**config.mk**
```make
export PLATFORM = sky130hd
export DESIGN_NAME = tlb_fault_handle
export DESIGN_NICKNAME = d
export VERILOG_FILES = /design/src/rtl/tlb_fault_handle.sv
export SDC_FILE = /design/constraint.sdc
export NUM_CORES = 1
export LEC_CHECK = 0
export ABC_AREA = 1
export CAP_MARGIN = 25
export CORE_AREA = 2 2 223 225
export DETAILED_ROUTE_END_ITERATION = 8
export DIE_AREA = 0 0 225 227
export HOLD_SLACK_MARGIN = 0.03
export RECOVER_POWER = 100
export SETUP_SLACK_MARGIN = 0.05
export SLEW_MARGIN = 20
export SYNTH_ARGS = -nofsm -noshare
export SYNTH_HDL_FRONTEND = slang
export SYNTH_SLANG_ARGS = --single-unit
```
**constraint.sdc**
```tcl
create_clock -name clk -period 4.2 [get_ports clk]
set_input_delay 1.05 -clock clk [delete_from_list [all_inputs] [get_ports clk]]
set_output_delay 1.05 -clock clk [all_outputs]
set_load 0.01 [all_outputs]
```
**src/rtl/tlb_fault_handle.sv**
```systemverilog
module tlb_fault_handle #(
  parameter int VA_W   = 64,
  parameter int ASID_W = 24,
  parameter int PFN_W  = 41,
  parameter int IDX_W  = 12,
  parameter int CTX_W  = 4,
  parameter int PG_SH  = 12
) (
  input  logic                   clk,
  input  logic                   rst_n,
  input  logic [CTX_W-1:0]       ctx_id,
  input  logic                   fault_valid,
  input  logic [6:0]             fault_cause,
  input  logic [VA_W-1:0]        fault_vaddr,
  input  logic [ASID_W-1:0]      fault_asid,
  input  logic [IDX_W-1:0]       fault_idxway,
  input  logic                   cmd_valid,
  input  logic [2:0]             cmd_opc,
  input  logic [PFN_W-1:0]       fill_pfn,
  input  logic [ASID_W-1:0]      fill_asid,
  input  logic [VA_W-1:0]        fill_vaddr,
  input  logic                   fill_dirty,
  input  logic [4:0]             fill_pagesize,
  input  logic [1:0]             fill_gaa,
  output logic [2:0]             state,
  output logic [1:0]             status,
  output logic [6:0]             cause,
  output logic [VA_W-1:0]        miss_vaddr,
  output logic [ASID_W-1:0]      miss_asid,
  output logic [IDX_W-1:0]       miss_idxway,
  output logic [CTX_W-1:0]       miss_ctx,
  output logic                   fault_bit,
  output logic [31:0]            hdl_word,
  output logic                   tlb_we,
  output logic [IDX_W-1:0]       tlb_idxway,
  output logic [PFN_W+PG_SH-1:0] tlb_paddr,
  output logic [ASID_W-1:0]      tlb_asid,
  output logic [VA_W-1:0]        tlb_vaddr,
  output logic                   tlb_dirty,
  output logic [4:0]             tlb_pagesize,
  output logic [1:0]             tlb_gaa,
  output logic                   restart_cb,
  output logic                   cb_abort
);

  localparam logic [2:0] OP_NOP  = 3'd0;
  localparam logic [2:0] OP_RST  = 3'd1;
  localparam logic [2:0] OP_WO   = 3'd2;
  localparam logic [2:0] OP_WR   = 3'd3;
  localparam logic [2:0] OP_EXC  = 3'd4;
  localparam logic [2:0] OP_POLL = 3'd7;

  localparam logic [1:0] SS_IDLE = 2'd0;
  localparam logic [1:0] SS_EXC  = 2'd1;
  localparam logic [1:0] SS_ACT  = 2'd2;

  localparam logic [2:0] S_INACT = 3'd0;
  localparam logic [2:0] S_IDLE  = 3'd1;
  localparam logic [2:0] S_UPM   = 3'd2;
  localparam logic [2:0] S_FMM   = 3'd3;
  localparam logic [2:0] S_HWE   = 3'd4;
  localparam logic [2:0] S_WRT   = 3'd5;
  localparam logic [2:0] S_RST   = 3'd6;

  logic [2:0]        state_q, back_q;
  logic [1:0]        status_q;
  logic [6:0]        cause_q;
  logic [VA_W-1:0]   vaddr_q, fvaddr_q;
  logic [ASID_W-1:0] asid_q, fasid_q;
  logic [IDX_W-1:0]  idx_q;
  logic [CTX_W-1:0]  ctx_q;
  logic [PFN_W-1:0]  pfn_q;
  logic              poll_q, fbit_q, chain_q, abort_q, fdirty_q;
  logic [4:0]        fpg_q;
  logic [1:0]        fgaa_q;

  wire cause_miss = (fault_cause == 7'd1) || (fault_cause == 7'd2);
  wire cause_hwe  = (fault_cause >= 7'd3) && (fault_cause <= 7'd8);
  wire flt_take   = fault_valid && (state_q == S_IDLE) && (cause_miss || cause_hwe);
  wire busy       = (state_q == S_WRT) || (state_q == S_RST);
  wire in_miss    = (state_q == S_UPM) || (state_q == S_FMM);
  wire cmd_take   = cmd_valid && !busy && !flt_take;

  always_ff @(posedge clk) begin
    if (!rst_n) begin
      state_q  <= S_INACT;
      back_q   <= S_IDLE;
      status_q <= SS_IDLE;
      cause_q  <= '0;
      vaddr_q  <= '0;
      asid_q   <= '0;
      idx_q    <= '0;
      ctx_q    <= '0;
      poll_q   <= 1'b0;
      fbit_q   <= 1'b0;
      chain_q  <= 1'b0;
      abort_q  <= 1'b0;
      pfn_q    <= '0;
      fasid_q  <= '0;
      fvaddr_q <= '0;
      fdirty_q <= 1'b0;
      fpg_q    <= '0;
      fgaa_q   <= '0;
    end else begin
      abort_q <= 1'b0;
      if (flt_take) begin
        vaddr_q <= fault_vaddr;
        asid_q  <= fault_asid;
        idx_q   <= fault_idxway;
        ctx_q   <= ctx_id;
        cause_q <= fault_cause;
        if (cause_hwe) begin
          state_q  <= S_HWE;
          status_q <= SS_EXC;
        end else begin
          state_q  <= poll_q ? S_UPM : S_FMM;
          status_q <= SS_IDLE;
          fbit_q   <= !poll_q;
        end
      end else if (cmd_take) begin
        case (cmd_opc)
          OP_NOP: begin
            status_q <= SS_IDLE;
            if (state_q == S_INACT) state_q <= S_IDLE;
          end
          OP_RST: begin
            if (in_miss) begin
              state_q  <= S_RST;
              status_q <= SS_ACT;
            end else status_q <= SS_EXC;
          end
          OP_WO, OP_WR: begin
            if (in_miss) begin
              state_q  <= S_WRT;
              status_q <= SS_ACT;
              back_q   <= state_q;
              chain_q  <= (cmd_opc == OP_WR);
              pfn_q    <= fill_pfn;
              fasid_q  <= fill_asid;
              fvaddr_q <= fill_vaddr;
              fdirty_q <= fill_dirty;
              fpg_q    <= fill_pagesize;
              fgaa_q   <= fill_gaa;
            end else status_q <= SS_EXC;
          end
          OP_EXC: begin
            status_q <= SS_EXC;
            if (in_miss || state_q == S_HWE) begin
              state_q <= S_IDLE;
              abort_q <= 1'b1;
              fbit_q  <= 1'b0;
              cause_q <= '0;
            end
          end
          OP_POLL: begin
            if (state_q == S_IDLE || state_q == S_INACT) begin
              poll_q   <= 1'b1;
              status_q <= SS_IDLE;
            end else status_q <= SS_EXC;
          end
          default: status_q <= SS_EXC;
        endcase
      end else if (state_q == S_WRT) begin
        if (chain_q) state_q <= S_RST;
        else begin
          state_q  <= back_q;
          status_q <= SS_IDLE;
        end
      end else if (state_q == S_RST) begin
        state_q  <= S_IDLE;
        status_q <= SS_IDLE;
        fbit_q   <= 1'b0;
        cause_q  <= '0;
      end
    end
  end

  assign state        = state_q;
  assign status       = status_q;
  assign cause        = cause_q;
  assign miss_vaddr   = vaddr_q;
  assign miss_asid    = asid_q;
  assign miss_idxway  = idx_q;
  assign miss_ctx     = ctx_q;
  assign fault_bit    = fbit_q;
  assign hdl_word     = {1'b0, cause_q, 1'b0, state_q, 2'b00, status_q, 15'd0, status_q == SS_ACT};
  assign tlb_we       = (state_q == S_WRT);
  assign tlb_idxway   = idx_q;
  assign tlb_paddr    = {pfn_q, {PG_SH{1'b0}}};
  assign tlb_asid     = fasid_q;
  assign tlb_vaddr    = fvaddr_q;
  assign tlb_dirty    = fdirty_q;
  assign tlb_pagesize = fpg_q;
  assign tlb_gaa      = fgaa_q;
  assign restart_cb   = (state_q == S_RST);
  assign cb_abort     = abort_q;

  a_r5_we_single: assert property (@(posedge clk) disable iff (!rst_n)
    tlb_we |=> !tlb_we);
  a_r7_restart_single: assert property (@(posedge clk) disable iff (!rst_n)
    restart_cb |=> (!restart_cb && state == S_IDLE));
  a_r9_abort_single: assert property (@(posedge clk) disable iff (!rst_n)
    cb_abort |-> (state == S_IDLE && status == SS_EXC));
  a_r3_fbit_fmm: assert property (@(posedge clk) disable iff (!rst_n)
    fault_bit |-> (state == S_FMM || state == S_WRT || state == S_RST));
  a_r4_hwe_cause: assert property (@(posedge clk) disable iff (!rst_n)
    (state == S_HWE) |-> (cause >= 7'd3 && cause <= 7'd8));
  a_r12_active_busy: assert property (@(posedge clk) disable iff (!rst_n)
    (status == SS_ACT) |-> (tlb_we || restart_cb));
  a_r6_write_then_restart: assert property (@(posedge clk) disable iff (!rst_n)
    $rose(restart_cb) |-> ($past(tlb_we) || $past(in_miss)));

endmodule

```
-- Yosys cells after proc, flatten, opt, wreduce, memory -nomap -nowiden
Cells that the tools add are included.
- register bits: 260
- bits of input ports: 255
- logic and storage cells: 110
- $lt $le $gt $ge: 2
- eq/ne operators: 24
- mux-type cells: 35
- bitwise operators: 4
- reductions and logical operators: 27
- operators with widths (kind ; number):
    7-bit two-way mux ; 6
    3-bit two-way mux ; 10
    4-bit inequality test (second input constant) ; 4
    3-bit == test (second input constant) ; 5
    3-bit by 2-bit == test with 1-bit output (second input constant) ; 4
    2-bit two-way mux ; 6
    3-bit one-hot mux with 4 select lines ; 1
    4-bit AND reduction ; 3
    1-bit two-way mux ; 11
    7-bit by 1-bit == test with 1-bit output (second input constant) ; 1
    7-bit by 2-bit == test with 1-bit output (second input constant) ; 1
    7-bit by 2-bit >= comparator with 1-bit output (second input constant) ; 1
    7-bit by 4-bit <= comparator with 1-bit output (second input constant) ; 1
    3-bit by 1-bit == test with 1-bit output (second input constant) ; 2
    3-bit logical NOT ; 2
    1-bit logical OR ; 6
    3-bit by 2-bit inequality test with 1-bit output (second input constant) ; 2
    6-bit by 2-bit inequality test with 1-bit output (second input constant) ; 1
    2-bit one-hot mux with 3 select lines ; 1
    6-bit AND reduction ; 1
    1-bit logical AND ; 5
    5-bit AND reduction ; 1
    4-bit by 2-bit inequality test with 1-bit output (second input constant) ; 1
    1-bit inverter ; 4
    other kinds (10) ; 12

-- Longest topological paths before layout
Gate-level depths: netlist of the first run.
- word-level depth: 8
- mapped depth: 13

-- Worst setup path before layout of the first run
OpenSTA, ideal clock, no wires.
- path kind: input to register
- start point: in fault_cause[1]
- end point: reg fvaddr_q[11] (netlist: tlb_vaddr[11])
- setup time: 116 ps
- arrival time: 2104 ps
- data required time: 4084 ps
- slack: 1980 ps
- stages on the path: 12
- path buffers: 2
- path through: nor2_1 -> inv_1 -> nand3_1 -> nand2_1 -> nand2_2 -> nand2_4 -> nor2_8 -> inv_2 -> buf_4 -> buf_6 -> nor2_1 -> nor2_1
- longest elaborated chain between the ends: 7
- RTL lines (item ; RTL line ; RTL):
    from (decl) ; 13 ; input logic [6:0] fault_cause,
    7-bit by 2-bit >= comparator with 1-bit output, or another cell as far along ; 78 ; wire cause_hwe = (fault_cause >= 7'd3) && (fault_cause <= 7'd8);
    1-bit logical AND or 1-bit logical OR (tied branches) ; 78, 77 ;
    1-bit logical OR (*) ; 79 ; wire flt_take = fault_valid && (state_q == S_IDLE) && (cause_miss || cause_hwe);
    1-bit logical AND (*) ; 79 ;
    1-bit logical NOT ; 82 ; wire cmd_take = cmd_valid && !busy && !flt_take;
    1-bit logical AND ; 82 ;
    4-bit AND reduction (no line) (*) ; -- ;
    to (signal assigned) ; 140 ; fvaddr_q <= fill_vaddr;
    to (decl) ; 68 ; logic [VA_W-1:0] vaddr_q, fvaddr_q;
Mark *: on every way between the ends. The rest lies on a longest branch, timed or not.
A chain may end at the register's enable or synchronous reset.

-- Worst setup path after layout of the first run
- start point: in fault_cause[3]
- end point: reg pfn_q[9]
- longest elaborated chain between the ends: 7
- RTL lines (item ; RTL line ; RTL):
    7-bit by 2-bit >= comparator with 1-bit output, or another cell as far along ; 78 ;
    1-bit logical AND or 1-bit logical OR (tied branches) ; 78, 77 ;
    1-bit logical OR (*) ; 79 ;
    1-bit logical AND (*) ; 79 ;
    1-bit logical NOT ; 82 ;
    1-bit logical AND ; 82 ;
    4-bit AND reduction (no line) (*) ; -- ;
    to (signal assigned) ; 138 ; pfn_q <= fill_pfn;
    to (decl) ; 72 ; logic [PFN_W-1:0] pfn_q;
Marked as above.

==> summary.txt, run 1 <==
Outcome
  • Result of the run: completed

Clocking
  • Clk Latency, worst-skew pair: 570 ps
  • TritonCTS clock tree: done
  • Hold bufs inserted after CTS: 0
  • Buffer depth of the longest clock path: 3
  • Total of cells resized after clock tree synthesis: 0
  • Total number of clock tree sinks: 260
  • Post-CTS repair timing setup buffer count: 0
  • CTS Root Cell: sky130_fd_sc_hd__clkbuf_16
  • Clock input transition at the sequential cells of the worst setup and hold paths: 60 ps
  • Deepest level of the CTS H-tree: 1
  • Clock buffers created by TritonCTS: 30

Setup path
  • Setup crit start kind: input port
  • Delay of the slowest cell on the worst path: 640 ps
  • CP bufs+invs: 4
  • Critical path fanouts, max: 63
  • Data required, critical path: 4700 ps
  • Delay-heaviest family, CP: buffers and inverters
  • Critical Path Slowest Stage Cell: sky130_fd_sc_hd__clkbuf_1
  • CP cell instances: dlygate4sd3_1 -> nor2_1 -> nand2_1 -> inv_1 -> nand3_1 -> nand2_1 -> nand2_1 -> nand2_1 -> nor2_1 -> inv_4 -> clkbuf_1 -> nor2_1 -> nor2_1
  • Data arrival at the endpoint of the critical path: 3890 ps
  • Crit path kind: in -> reg
  • Capturing element type of the critical path: flop

Drt
  • Iter 0 DRT Violations: 431
  • Antenna-violating nets left: 0
  • Routed vias/inst: 4.13
  • Average routed wire per standard cell: 15.5 microns
  • DRC violations left: 0
  • Drt first pass iters: 5
  • Final Routed Wirelength: 36.7 mm
  • Vias: 9778

Die
  • Floorplan die width: 225 microns
  • Total die area: 51100 sq um
  • Total number of placement rows: 81
  • Starting density of the core: 20.0%
  • Count of pins on the block boundary: 568
  • Die Height: 227 microns
  • Area of the placeable core: 48500 sq um

Layout
  • Number of nets in the finished design: 1978
  • Most frequent standard cell in the layout excluding fill and tap cells: sky130_fd_sc_hd__nor2_1
  • Post-layout utilization of the core: 33.4%
  • Most used cells in the layout excluding fill and tap cells: sky130_fd_sc_hd__nor2_1 (503), sky130_fd_sc_hd__dlygate4sd3_1 (283), sky130_fd_sc_hd__dfxtp_1 (260)
  • Area growth from synthesis to layout: 67.3%
  • Number of standard cells in the layout, taps in and fillers out: 2369
  • Fraction of layout cells with a size suffix above 1: 3.61%
  • Number of fill cells: 4995

Global routing
  • Vias in the first global route: 9715
  • Gr ovfl total: 0
  • Number of antenna violations at the first check in global routing: 2
  • Overall global routing resource usage: 13.5%
  • Pin count of the biggest net entering global routing: 143
  • First-pass GRT wire length: 54.8 mm

Synthesis
  • Register bit count reported by yosys: 260
  • Synth Instances: 1249
  • Sequential cell area fraction in the yosys report: 53.7%
  • Total of warnings raised by yosys: 0
  • Post-synthesis cell type count: 25
  • Synthesized cell area: 9690 sq um
  • Average footprint of a synthesized cell: 7.76 sq um

Timing
  • # setup viols final: 0
  • Worst rel slew slack: 38.9%
  • Total negative setup slack: 0 ps
  • Maximum clock frequency: 296 MHz
  • Post-route minimum period: 3380 ps
  • Number of hold violations in the final report: 0
  • Worst-margin pin slew: 915 ps
  • Unrepaired setup endpoints after global routing: false
  • Worst hold slack: 449 ps
  • Worst Skew: 15.0 ps
  • Final Slew Violations: 0
  • Final cycle utilization of the critical path: 80.5%

Run
  • Count of maximum capacitance violations: 0

Place
  • Placed cell count: 2313
  • Final weighted congestion of routability-driven global placement: 0.816
  • DP Wirelength: 26.3 mm
  • Number of buffer cells added on primary ports: 536

Power
  • Power consumption: 0.00581 W
  • Lkg Pwr: 7.30 nW
  • IR Drop Worst-Case VDD: 0.000248 V
  • Power per Cell Area: 358 nW/um^2

Worst hold path
  • Worst Hold Class: reg -> reg
## routing by layer
layer | track usage, % | routed length [microns] | share of wire [%] | up-vias
li1 | - | - | - | 4868
met1 | 15.7 | 14800 | 40 | 4505
met2 | 23.9 | 18200 | 50 | 358
met3 | 4.13 | 2900 | 7.9 | 45
met4 | 3.52 | 777 | 2.1 | 2
met5 | 0 | 13 | 0.035 | -
## registers in the layout, indices dropped and copies added (netlist names), 2 cells and up
name,count
pfn_q,41
miss_ctx,4
cause,7
miss_asid,24
status,2
tlb_vaddr,64
back_q,3
miss_idxway,12
tlb_asid,24
tlb_gaa,2
tlb_pagesize,5
state,3
miss_vaddr,64
## report_power, final
part | leakage (nW) | internal, W | switching, W
Clock | 0.495 | 0.00163 | 0.00107
Combinational | 4.70 | 0.000324 | 0.000238
Sequential | 2.10 | 0.00251 | 0.0000284
Total | 7.30 | 0.00447 | 0.00134
## synth_stat cells
cell type | instances | share of area, %
sky130_fd_sc_hd__o22ai_1 | 1 | 0.065
sky130_fd_sc_hd__buf_4 | 59 | 4.6
sky130_fd_sc_hd__nand3_1 | 18 | 0.93
sky130_fd_sc_hd__inv_2 | 3 | 0.12
sky130_fd_sc_hd__nand2_4 | 1 | 0.12
sky130_fd_sc_hd__buf_6 | 13 | 1.5
sky130_fd_sc_hd__a21oi_1 | 9 | 0.46
sky130_fd_sc_hd__conb_1 | 1 | 0.039
sky130_fd_sc_hd__nand2_2 | 2 | 0.13
sky130_fd_sc_hd__buf_8 | 1 | 0.15
sky130_fd_sc_hd__dfxtp_1 | 260 | 54
sky130_fd_sc_hd__nor2_1 | 502 | 19
sky130_fd_sc_hd__nand2_1 | 38 | 1.5
sky130_fd_sc_hd__o21ai_1 | 13 | 0.67
sky130_fd_sc_hd__nor3_1 | 3 | 0.15
sky130_fd_sc_hd__clkbuf_1 | 42 | 1.6
sky130_fd_sc_hd__nor2_4 | 1 | 0.12
sky130_fd_sc_hd__o21a_1 | 1 | 0.077
sky130_fd_sc_hd__nor3_4 | 1 | 0.17
sky130_fd_sc_hd__a31oi_1 | 1 | 0.065
sky130_fd_sc_hd__o21ai_0 | 233 | 12
sky130_fd_sc_hd__nand4_1 | 5 | 0.32
sky130_fd_sc_hd__inv_1 | 18 | 0.70
sky130_fd_sc_hd__buf_2 | 22 | 1.1
sky130_fd_sc_hd__nor2_8 | 1 | 0.21
## logic make-up after synthesis
kind of cell / after synthesis / synth area share [%]
AOI/OAI and AO/OA: 258 / 13.4
buffers and inverters: 158 / 9.81
DFF: 260 / 53.7
other: 1 / 0.0387
and+or+nand+nor: 572 / 23.1
## worst register-to-register path: stages, from the launching register on
cell	delay (ps)
sky130_fd_sc_hd__dfxtp_1	480
sky130_fd_sc_hd__inv_1	140
sky130_fd_sc_hd__nand3_1	110
sky130_fd_sc_hd__nand2_1	100
sky130_fd_sc_hd__nor2_4	180
sky130_fd_sc_hd__nand2_1	110
sky130_fd_sc_hd__nor2_1	350
sky130_fd_sc_hd__inv_4	340
sky130_fd_sc_hd__clkbuf_1	440
sky130_fd_sc_hd__nor2_1	220
sky130_fd_sc_hd__nor2_1	70
## worst paths after layout
check / from / endpoint / cells past startpoint / slack [ps]
max reg2reg: state[0] / pfn_q[9] / 10 / 1570
min: cause[5] / cause[5] / 2 / 450
max: fault_cause[3] / pfn_q[9] / 13 / 820
min reg2reg: cause[5] / cause[5] / 2 / 450
## per-stage QoR
stage	area [sq um]	setup WS [ps]
floorplan	9800	1980
global placement	15200	757
detailed placement	15200	693
CTS	16300	1170
global route	16200	580
finish	16200	818
## area by class of cell
cell class	count	area, sq um	area share, %
diodes	2	5.00	0.0309
clock buffers	43	881	5.43
clock inverters	11	141	0.872
inverters	21	81.3	0.502
multi-input cells	861	3620	22.3
flip-flops and latches	260	5200	32.1
well taps	622	778	4.80
repair buffers	549	5500	33.9
No activity file was read; power rests on OpenSTA's default activity.
==> run 2, diff against run 1 <==
--- a/config.mk
+++ b/config.mk
@@ -7,9 +7,9 @@
 export LEC_CHECK = 0
 export ABC_AREA = 1
 export CAP_MARGIN = 25
-export CORE_AREA = 2 2 223 225
+export CORE_AREA = 2 2 218 220
 export DETAILED_ROUTE_END_ITERATION = 8
-export DIE_AREA = 0 0 225 227
+export DIE_AREA = 0 0 220 222
 export HOLD_SLACK_MARGIN = 0.03
 export RECOVER_POWER = 100
 export SETUP_SLACK_MARGIN = 0.05
==> constraint.sdc (replaced) <==
create_clock -name clk -period 3.5 [get_ports clk]
set_input_delay 0.875 -clock clk [delete_from_list [all_inputs] [get_ports clk]]
set_output_delay 0.875 -clock clk [all_outputs]
set_load 0.01 [all_outputs]
==> summary.txt, run 2 (same netlist as run 1, synthesis figures left out) <==
Outcome
  • Result of the run: completed

Timing
  • Final cycle utilization of the critical path: 84.0%
  • Final Slew Violations: 0
  • Final worst-path setup slack: 561 ps
  • Unrepaired setup endpoints after global routing: false
  • Post-route minimum period: 2940 ps
  • Worst rel slew slack: 22.6%
  • Number of hold violations in the final report: 0
  • Worst hold slack: 448 ps
  • Maximum clock frequency: 340 MHz
  • # setup viols final: 0
  • Worst-margin pin slew: 1160 ps
  • Total negative setup slack: 0 ps
  • Worst Skew: 16.9 ps

Layout
  • Summed area of non-filler cells in the final layout: 16300 sq um
  • Number of nets in the finished design: 1982
  • Count of antenna diodes in the layout: 0
  • Area growth from synthesis to layout: 67.8%
  • Most frequent standard cell in the layout excluding fill and tap cells: sky130_fd_sc_hd__nor2_1
  • Fraction of layout cells with a size suffix above 1: 4.12%
  • Most used cells in the layout excluding fill and tap cells: sky130_fd_sc_hd__nor2_1 (502), sky130_fd_sc_hd__dlygate4sd3_1 (282), sky130_fd_sc_hd__dfxtp_1 (260)

Die
  • Total die area: 48800 sq um
  • Floorplan die width: 220 microns
  • Die Height: 222 microns
  • Area of the placeable core: 46300 sq um
  • Count of pins on the block boundary: 568
  • Total number of placement rows: 79
  • Starting density of the core: 20.9%

Power
  • Lkg Pwr: 7.35 nW
  • Switching share of power: 23.2%
  • IR Drop Worst-Case VDD: 0.000260 V
  • Portion of total power attributed to sequential cells: 44.4%
  • Int Power: 0.00527 W
  • Share of power burned in combinational logic: 9.9%
  • Power consumption: 0.00687 W
  • Power per Cell Area: 422 nW/um^2
  • Proportion of power drawn by the clock network: 45.7%
  • Switching component of the power: 0.00159 W

Worst hold path
  • Hold path cells: 2
  • Worst Hold Class: reg -> reg
  • Worst Hold End: cause[6]
  • Start point of the worst min-delay path: cause[6]

Place
  • Placement Cell Area: 15300 sq um
  • Number of buffer cells added on primary ports: 536
  • Worst slack, placed: 334 ps
  • Final weighted congestion of routability-driven global placement: 0.808
  • DP Wirelength: 25.6 mm

Setup path
  • Terminus of the critical flop-to-flop path: tlb_gaa[0]
  • Critical path fanouts, max: 142
  • Crit path kind: in -> reg
  • Data required, critical path: 4000 ps
  • Reg-to-reg slack, setup: 1040 ps
  • Launching point of the worst reg2reg path: state[2]
  • FF-to-FF path depth: 9
  • Data arrival at the endpoint of the critical path: 3440 ps
  • Setup crit start kind: input port
  • Capturing element type of the critical path: flop

Global routing
  • Pin count of the biggest net entering global routing: 143
  • GR peak layer: met2
  • Vias in the first global route: 9539
  • M3 GR Usage: 4.06%
  • Met2 capacity usage during global routing: 23.4%
  • Gr ovfl total: 0
  • Met1 GRT Util: 15.7%
  • First-pass GRT wire length: 53.2 mm
  • Number of antenna violations at the first check in global routing: 0
  • Overall global routing resource usage: 13.6%

Clocking
  • Hold bufs inserted after CTS: 0
  • Post-CTS repair timing setup buffer count: 0
  • Total number of clock tree sinks: 260
  • Deepest level of the CTS H-tree: 1
  • Clk Latency, worst-skew pair: 570 ps
  • CTS Root Cell: sky130_fd_sc_hd__clkbuf_16
  • Buffer depth of the longest clock path: 3
  • TritonCTS clock tree: done
  • Clock input transition at the sequential cells of the worst setup and hold paths: 60 ps
  • Total of cells resized after clock tree synthesis: 0
  • Clock buffers created by TritonCTS: 30

Drt
  • Antenna-violating nets left: 0
  • Routed vias/inst: 4.17
  • Final Routed Wirelength: 35.3 mm
  • Drt first pass iters: 5
  • Average routed wire per standard cell: 15.0 microns
  • Vias: 9826
  • DRC violations left: 0
  • Iter 0 DRT Violations: 463

Run
  • Count of maximum capacitance violations: 0
==> run 2: cell type report <==
type / instances / area [sq um]
clock buffer: 42 / 867
timing repair buffer: 553 / 5580
fill: 4833 / 30000
sequential: 260 / 5200
multi-input combinational: 861 / 3650
clock inverter: 11 / 119
inverter: 21 / 81.3
tap: 607 / 759
==> run 2: power by group through the flow <==
stage	combinational (W)	clock [W]	sequential [W]
after floorplan	0.000241	0	0.00314
after global placement	0.000703	0	0.00311
after detailed placement	0.000707	0	0.00312
after CTS	0.000712	0.00323	0.00305
after global routing	0.000740	0.00335	0.00305
final	0.000682	0.00313	0.00305
==> run 2: worst max-delay path by stage <==
stage	slack [ps]	from	cells past startpoint	to
floorplan	1460	fault_cause[1]	12	tlb_vaddr[11]
global placement	370	fault_cause[0]	12	tlb_pagesize[2]
detailed placement	330	fault_cause[1]	12	tlb_asid[17]
CTS	630	state[2]	3	tlb_we
global route	340	fault_cause[3]	12	tlb_asid[17]
finish	560	fault_cause[1]	12	tlb_gaa[0]
==> run 2: worst max-delay path: stages <==
cell,delay [ps]
sky130_fd_sc_hd__clkdlybuf4s50_1,510
sky130_fd_sc_hd__nand2_1,70
sky130_fd_sc_hd__nand2_1,140
sky130_fd_sc_hd__inv_1,60
sky130_fd_sc_hd__nand3_1,70
sky130_fd_sc_hd__nand2_1,60
sky130_fd_sc_hd__nand2_1,520
sky130_fd_sc_hd__nand2_4,130
sky130_fd_sc_hd__nor2_8,150
sky130_fd_sc_hd__buf_12,340
sky130_fd_sc_hd__o21ai_0,170
sky130_fd_sc_hd__nor2_1,110
==> run 2: layer usage <==
layer | vias up | routed length, microns
li1 | 4863 | -
met1 | 4504 | 13900
met2 | 396 | 17100
met3 | 63 | 3080
met4 | 0 | 1270
met5 | - | 0
==> run 2: metrics by stage <==
| stage | std cells | utilization, % |
|---|---|---|
| final | 2355 | 35.1 |
| after global routing | 2355 | 35.1 |
| after CTS | 2355 | 35.2 |
| after detailed placement | 2302 | 33.0 |
| after global placement | 2302 | 33.0 |
| after floorplan | 1279 | - |
